## config.mk

```make
export PLATFORM = sky130hd
export DESIGN_NAME = lcdscan_row_gen
export DESIGN_NICKNAME = d
export VERILOG_FILES = /design/src/rtl/lcdscan_pkg.sv /design/src/rtl/lcdscan_duty_limits.sv /design/src/rtl/lcdscan_period_timer.sv /design/src/rtl/lcdscan_row_seq.sv /design/src/rtl/lcdscan_com_drive.sv /design/src/rtl/lcdscan_row_gen.sv
export SDC_FILE = /design/constraint.sdc
export NUM_CORES = 1
export LEC_CHECK = 0
export ABC_AREA = 1
export CELL_PAD_IN_SITES_DETAIL_PLACEMENT = 0
export CELL_PAD_IN_SITES_GLOBAL_PLACEMENT = 1
export CORE_MARGIN = 5
export CORE_UTILIZATION = 37
export CTS_BUF_LIST = sky130_fd_sc_hd__clkbuf_8
export CTS_CLUSTER_SIZE = 8
export DETAILED_ROUTE_END_ITERATION = 10
export PLACE_DENSITY_LB_ADDON = 0.1
export SLEW_MARGIN = 0
export SYNTH_ARGS = -nofsm -noshare
export SYNTH_HDL_FRONTEND = slang
export SYNTH_HIERARCHICAL = 1
export SYNTH_SLANG_ARGS = --single-unit
```

## constraint.sdc

```tcl
create_clock -name clk -period 2.1 [get_ports clk]
set_input_delay 0.315 -clock clk [delete_from_list [all_inputs] [get_ports clk]]
set_output_delay 0.315 -clock clk [all_outputs]
set_load 0.1 [all_outputs]
```

## src/rtl/lcdscan_pkg.sv

```systemverilog
package lcdscan_pkg;

   typedef enum logic [1:0] {
      DUTY_EIGHTH    = 2'd0,
      DUTY_ELEVENTH  = 2'd1,
      DUTY_SIXTEENTH = 2'd2
   } duty_e;

   // Two-line mode wins over the font bit.
   function automatic duty_e pick_duty(input logic two_line, input logic tall_font);
      if (two_line)
         return DUTY_SIXTEENTH;
      else if (tall_font)
         return DUTY_ELEVENTH;
      else
         return DUTY_EIGHTH;
   endfunction

endpackage

```

## src/rtl/lcdscan_duty_limits.sv

```systemverilog
module lcdscan_duty_limits
   import lcdscan_pkg::*;
#(
   parameter int COMS       = 16,
   parameter int ROWS_SMALL = 8,
   parameter int ROWS_TALL  = 11,
   parameter int LONG_CLKS  = 400,
   parameter int SHORT_CLKS = 200,
   parameter int ROW_W      = 4,
   parameter int TICK_W     = 9
) (
   input  duty_e             duty,
   output logic [ROW_W-1:0]  last_row,
   output logic [TICK_W-1:0] last_tick
);

   localparam logic [ROW_W-1:0]  LAST_SMALL = ROW_W'(ROWS_SMALL - 1);
   localparam logic [ROW_W-1:0]  LAST_TALL  = ROW_W'(ROWS_TALL - 1);
   localparam logic [ROW_W-1:0]  LAST_ALL   = ROW_W'(COMS - 1);
   localparam logic [TICK_W-1:0] END_LONG   = TICK_W'(LONG_CLKS - 1);
   localparam logic [TICK_W-1:0] END_SHORT  = TICK_W'(SHORT_CLKS - 1);

   always_comb begin
      case (duty)
         DUTY_ELEVENTH: begin
            last_row  = LAST_TALL;
            last_tick = END_LONG;
         end
         DUTY_SIXTEENTH: begin
            last_row  = LAST_ALL;
            last_tick = END_SHORT;
         end
         default: begin
            last_row  = LAST_SMALL;
            last_tick = END_LONG;
         end
      endcase
   end

endmodule

```

## src/rtl/lcdscan_period_timer.sv

```systemverilog
module lcdscan_period_timer #(
   parameter int TICK_W = 9
) (
   input  logic              clk,
   input  logic              rst_n,
   input  logic [TICK_W-1:0] last_tick,
   output logic              period_end,
   output logic              period_start
);

   logic [TICK_W-1:0] tick_q;

   assign period_end   = (tick_q == last_tick);
   assign period_start = (tick_q == '0);

   always_ff @(posedge clk or negedge rst_n) begin
      if (!rst_n)
         tick_q <= '0;
      else if (period_end)
         tick_q <= '0;
      else
         tick_q <= tick_q + 1'b1;
   end

endmodule

```

## src/rtl/lcdscan_row_seq.sv

```systemverilog
module lcdscan_row_seq
   import lcdscan_pkg::*;
#(
   parameter int ROW_W = 4
) (
   input  logic             clk,
   input  logic             rst_n,
   input  logic             advance,
   input  logic [ROW_W-1:0] last_row,
   input  duty_e            next_duty,
   output logic [ROW_W-1:0] row,
   output logic             pol,
   output duty_e            duty_q
);

   logic wrap;

   assign wrap = advance && (row == last_row);

   always_ff @(posedge clk or negedge rst_n) begin
      if (!rst_n) begin
         row    <= '0;
         pol    <= 1'b0;
         duty_q <= DUTY_EIGHTH;
      end else if (wrap) begin
         row    <= '0;
         pol    <= ~pol;
         duty_q <= next_duty;   // new duty only at frame boundary
      end else if (advance) begin
         row    <= row + 1'b1;
      end
   end

endmodule

```

## src/rtl/lcdscan_com_drive.sv

```systemverilog
module lcdscan_com_drive #(
   parameter int COMS  = 16,
   parameter int ROW_W = 4
) (
   input  logic [ROW_W-1:0] row,
   output logic [COMS-1:0]  com_sel
);

   for (genvar gi = 0; gi < COMS; gi++) begin : g_com
      assign com_sel[gi] = (row == ROW_W'(gi));
   end

endmodule

```

## src/rtl/lcdscan_row_gen.sv

```systemverilog
module lcdscan_row_gen
   import lcdscan_pkg::*;
#(
   parameter int COMS       = 16,
   parameter int ROWS_SMALL = 8,
   parameter int ROWS_TALL  = 11,
   parameter int LONG_CLKS  = 400,
   parameter int SHORT_CLKS = 200,
   localparam int ROW_W     = $clog2(COMS),
   localparam int MAX_CLKS  = (LONG_CLKS > SHORT_CLKS) ? LONG_CLKS : SHORT_CLKS,
   localparam int TICK_W    = $clog2(MAX_CLKS)
) (
   input  logic             clk,
   input  logic             rst_n,
   input  logic             cfg_two_line,
   input  logic             cfg_tall_font,
   output logic [COMS-1:0]  com_sel,
   output logic [ROW_W-1:0] row_idx,
   output logic             seg_latch,
   output logic             frame_pol
);

   if (COMS < 2 || ROWS_SMALL < 2 || ROWS_TALL < ROWS_SMALL || ROWS_TALL > COMS) begin : g_bad_rows
      $error("lcdscan_row_gen: row counts must satisfy 2 <= small <= tall <= COMS");
   end
   if (LONG_CLKS < 2 || SHORT_CLKS < 2) begin : g_bad_period
      $error("lcdscan_row_gen: period lengths must be at least 2 clocks");
   end

   duty_e             duty_now;
   duty_e             duty_req;
   logic [ROW_W-1:0]  last_row;
   logic [TICK_W-1:0] last_tick;
   logic              period_end;
   logic              period_start;

   assign duty_req = pick_duty(cfg_two_line, cfg_tall_font);

   lcdscan_duty_limits #(
      .COMS       (COMS),
      .ROWS_SMALL (ROWS_SMALL),
      .ROWS_TALL  (ROWS_TALL),
      .LONG_CLKS  (LONG_CLKS),
      .SHORT_CLKS (SHORT_CLKS),
      .ROW_W      (ROW_W),
      .TICK_W     (TICK_W)
   ) limits_i (
      .duty      (duty_now),
      .last_row  (last_row),
      .last_tick (last_tick)
   );

   lcdscan_period_timer #(
      .TICK_W (TICK_W)
   ) timer_i (
      .clk          (clk),
      .rst_n        (rst_n),
      .last_tick    (last_tick),
      .period_end   (period_end),
      .period_start (period_start)
   );

   lcdscan_row_seq #(
      .ROW_W (ROW_W)
   ) seq_i (
      .clk       (clk),
      .rst_n     (rst_n),
      .advance   (period_end),
      .last_row  (last_row),
      .next_duty (duty_req),
      .row       (row_idx),
      .pol       (frame_pol),
      .duty_q    (duty_now)
   );

   lcdscan_com_drive #(
      .COMS  (COMS),
      .ROW_W (ROW_W)
   ) drive_i (
      .row     (row_idx),
      .com_sel (com_sel)
   );

   assign seg_latch = period_start;

endmodule

```

# After elaboration in Yosys (flattened, before gate mapping)
# Index checks and enable logic that the tools add are counted.
# totals
regBits,16
input_bits,4
output_inout_bits,22
word_cells,37
# op_classes
add_sub_neg,2
n_eq_ne,19
mux,7
bitwise,1
reduce_logical,4
# op_table
op,count
$eq 4x4->1 const B,8
$mux 9,2
$eq 4x3->1 const B,4
$add 9x1->9 const B,1
$eq 9x9->1,1
$logic_not 9->1,1
$eq 4x2->1 const B,2
$mux 4,2
$pmux 4 s2,1
$add 4x1->4 const B,1
$eq 4x1->1 const B,1
$eq 4x4->1,1
$logic_not 4->1,1
$eq 2x1->1 const B,1
$eq 2x2->1 const B,1
$mux 2,1
$reduce_bool 2->1,1
$logic_and 1x1->1,1
$mux 1,1
$not 1->1,1

# Logic depth before layout (Yosys ltp)
# logic_depth
depth_word,5
depth_mapped,13
ltp_nobuf,13

# Cells and area by module
# Netlist, hierarchy kept.
# by_module_without_submodules
module,instances,cells_per_inst,area_per_inst_um2,seq_area_each_um2
lcdscan_period_timer,1,86,604.3,225.2
lcdscan_row_seq,1,57,415.4,175.2
lcdscan_duty_limits,1,19,131.4,0.0
lcdscan_com_drive,1,28,105.1,0.0
lcdscan_row_gen,1,2,10.0,0.0

# Least setup slack after synthesis
# OpenSTA, ideal clock, no wires.
# synth_path
kind,reg-to-output
startpoint,register timer_i.tick_q[0]
endpoint,output port seg_latch
arrival_ps,3518
required_ps,1785
slack_ps,-1733
path_stages_with_launch,5
path_buffers,0
cell_sequence,dfrtp_1 -> inv_1 -> ha_1 -> nand4_1 -> nor4_1
# synth_between
elab_chain_len,1
# synth_rtl
item,line_no,source
"start, declared",lcdscan_period_timer.sv:11,logic [TICK_W-1:0] tick_q;
"start signal, assigned",lcdscan_period_timer.sv:22,tick_q <= tick_q + 1'b1;
$logic_not 9->1,lcdscan_period_timer.sv:14,assign period_start = (tick_q == '0);
"end, declared",lcdscan_row_gen.sv:19,"output logic seg_latch,"
# Every way passes these cells.

# Final worst setup path
# Ends and elaborated chain as after synthesis.

==> results.yml <==
job:
  maxCapViolCount: 0
sta:
  fin_crit_sh_pct: 87.64
  fin_crit_ns: 1.840
  rsz0062_at_grt: "false"
  final-hold-violation-count: 0
  finClkSkew_ns: 0.006539
  setup_tns_ns: 0
  max_freq_ghz: 0.5434
  slew_violations: 0
  finalSetupViolations: 0
  setup_slack_ns: 0.2596
setup_path:
  crit_fanout: 5
  crit_type: "reg -> out"
  worstSetupStartpointType: "flip-flop"
  crit_path_end_kind: "output pin"
  cp.required_ns: 1.78
  reg2regPathDepth: 12
  cp.arrival_ns: 1.53
yosys:
  synth_most_common_cell: "nand2_1"
  synth_cells: 192
  yosysWarnings: 6
  synth_top_area_cell: "dfrtp_1"
  ys.flop_type: "dfrtp_1"
  synth_edf_count: 0
  synth-seq-cells: 16
  yosys-top-cells-count: "55 x nand2_1, 35 x nor2_1, 33 x inv_1"
  yosysSeqAreaShare_pct: 31.62
  netlist_area_um2: 1266
  syn_area_per_cell_um2: 6.595
  synth.top_cells.by_area: "dfrtp_1 32%, nand2_1 16%, nor2_1 10%"
  synthArstFlopShare_pct: 100.0
  synth.top_cell.area_share_pct: 31.62
  yosys.cell_types.count: 20
place:
  port-buffer-count: 25
  gp_congestion: 0.7199
  dpl_cell_area_um2: 1808
  pre_cts_slack_ns: 0.2312
  place_hpwl_um: 2412
clocking:
  clock_sinks: 16
  cts.clk_slew.worst_paths_ns: 0.07
  postCtsSetupRepairBufs: 0
  htree_levels: 1
  cts-root-buf: "clkbuf_8"
  holdBufCountCts: 0
  clk_latency_ns: 0.25
  clockBufferDepth: 2
  numCtsBuffers: 3
  cts_resized: 0
  cts_tree: "yes"
route:
  met1_length_um: 1289
  dr_wl_met2_um: 1435
  drtIter0Drc: 46
  ant_nets: 0
  firstDrtPassIters: 4
  highest_layer: "met4"
  routed_wl_um: 2895
  wl_per_cell_um: 10.92
  via_per_inst: 4.215
  vias: 1117
  drc: 0
  met3_length_um: 148
grt:
  grt_start_max_net_pins: 17
  grt_pass1_vias: 1194
  antenna_found_initial: 0
  grt_pass1_wl_um: 5354
  grt.total_usage_pct: 15.03
  grt_overflow: 0
power:
  ir_worst_vdd_mv: 0.1611
  p_leak_nw: 0.9102
  power.density_nw_per_um2: 328.0
final_layout:
  drive_above_1_share_pct: 29.22
  diodes: 0
  fill_cells: 338
  final_area_um2: 1866
  fin_nets: 230
  syn_to_final_growth_pct: 47.33
min_path:
  holdCritPathClass: "in -> async"
die:
  start_util_pct: 37.95
  num_io_pins: 26
  core_area_um2: 3337
  dieArea_um2: 4692
  rows: 21
  fp.dieH_um: 68.50
  dieWidth_um: 68.50
outcome:
  status: "completed"
cell type report:
| cell class | count | area, um^2 | area share [%] |
|---|---|---|---|
| Multi-Input combinational cell | 135 | 785.8 | 42.12 |
| Timing Repair Buffer | 27 | 422.9 | 22.67 |
| Sequential cell | 16 | 405.4 | 21.73 |
| Inverter | 37 | 138.9 | 7.445 |
| Tap cell | 46 | 57.56 | 3.085 |
| Clock buffer | 4 | 55.05 | 2.951 |
report_power, final:
group | internal (mW) | switching, mW | total, mW
Clock | 0.166 | 0.110 | 0.276
Combinational | 0.0111 | 0.0167 | 0.0278
Sequential | 0.308 | 0 | 0.308
Total | 0.486 | 0.126 | 0.612
registers in the layout, summed over array words and instances, names as in the netlist:
signal	flops
seq_i/duty_q	2
seq_i/pol	1
seq_i/row	4
timer_i/tick_q	9
metrics by stage:
stage	total power, mW	util [%]	cells	hold slack [ns]
final	0.6119	55.91	265	0.3834
after CTS	0.6206	55.83	265	0.3923
after floorplan	0.3354	-	197	0.01941
after global routing	0.6407	55.91	265	0.3954
after detailed placement	0.3419	54.18	261	0.4955
after global placement	0.3411	54.18	261	0.4878
worst paths after layout:
kind | start | to | slack [ns]
min | rst_n | seq_i/duty_q[1] | 0.38
min reg2reg | seq_i/pol | seq_i/pol | 0.50
max reg2reg | seq_i/duty_q[0] | seq_i/row[3] | 0.26
max | timer_i/tick_q[0] | seg_latch | 0.26
max in group asynchronous | rst_n | seq_i/row[3] | 1.50
min in group clk | seq_i/pol | seq_i/pol | 0.50
cell usage in the layout (no fill, tap or decap):
cell	n
buf_12	17
buf_4	7
clkbuf_8	4
clkdlybuf4s50_1	3
conb_1	7
dfrtp_1	12
dfrtp_2	4
ha_1	6
inv_1	33
inv_2	4
nand2_1	55
nand2_2	3
nand2_4	1
nand3_1	4
nand3_2	1
nand4_1	5
nor2_1	18
nor2_2	10
nor2_4	11
nor3_1	1
nor3_2	1
nor4_4	1
xnor2_1	2
xor2_1	9
kinds of logic after synthesis:
logic type / after synthesis / share of synthesized area [%]
AND/OR/NAND/NOR: 111 / 37.95
buffers and inverters: 46 / 16.30
flip-flops: 16 / 31.62
XOR/XNOR: 11 / 7.609
adder cells (fa/ha/maj): 6 / 5.929
other: 2 / 0.5931
layer usage:
metal,up-vias,global-route usage (%)
met5,-,0
li1,602,-
met4,0,3.722
met2,20,25.39
met1,493,18.58
met3,2,4.538
critical path, cell delays in order (launching register included):
cell	delay [ns]
dfrtp_1	0.43
inv_1	0.09
ha_1	0.15
nand4_1	0.16
nor4_4	0.23
buf_12	0.21
No activity file was read; power rests on OpenSTA's default activity.
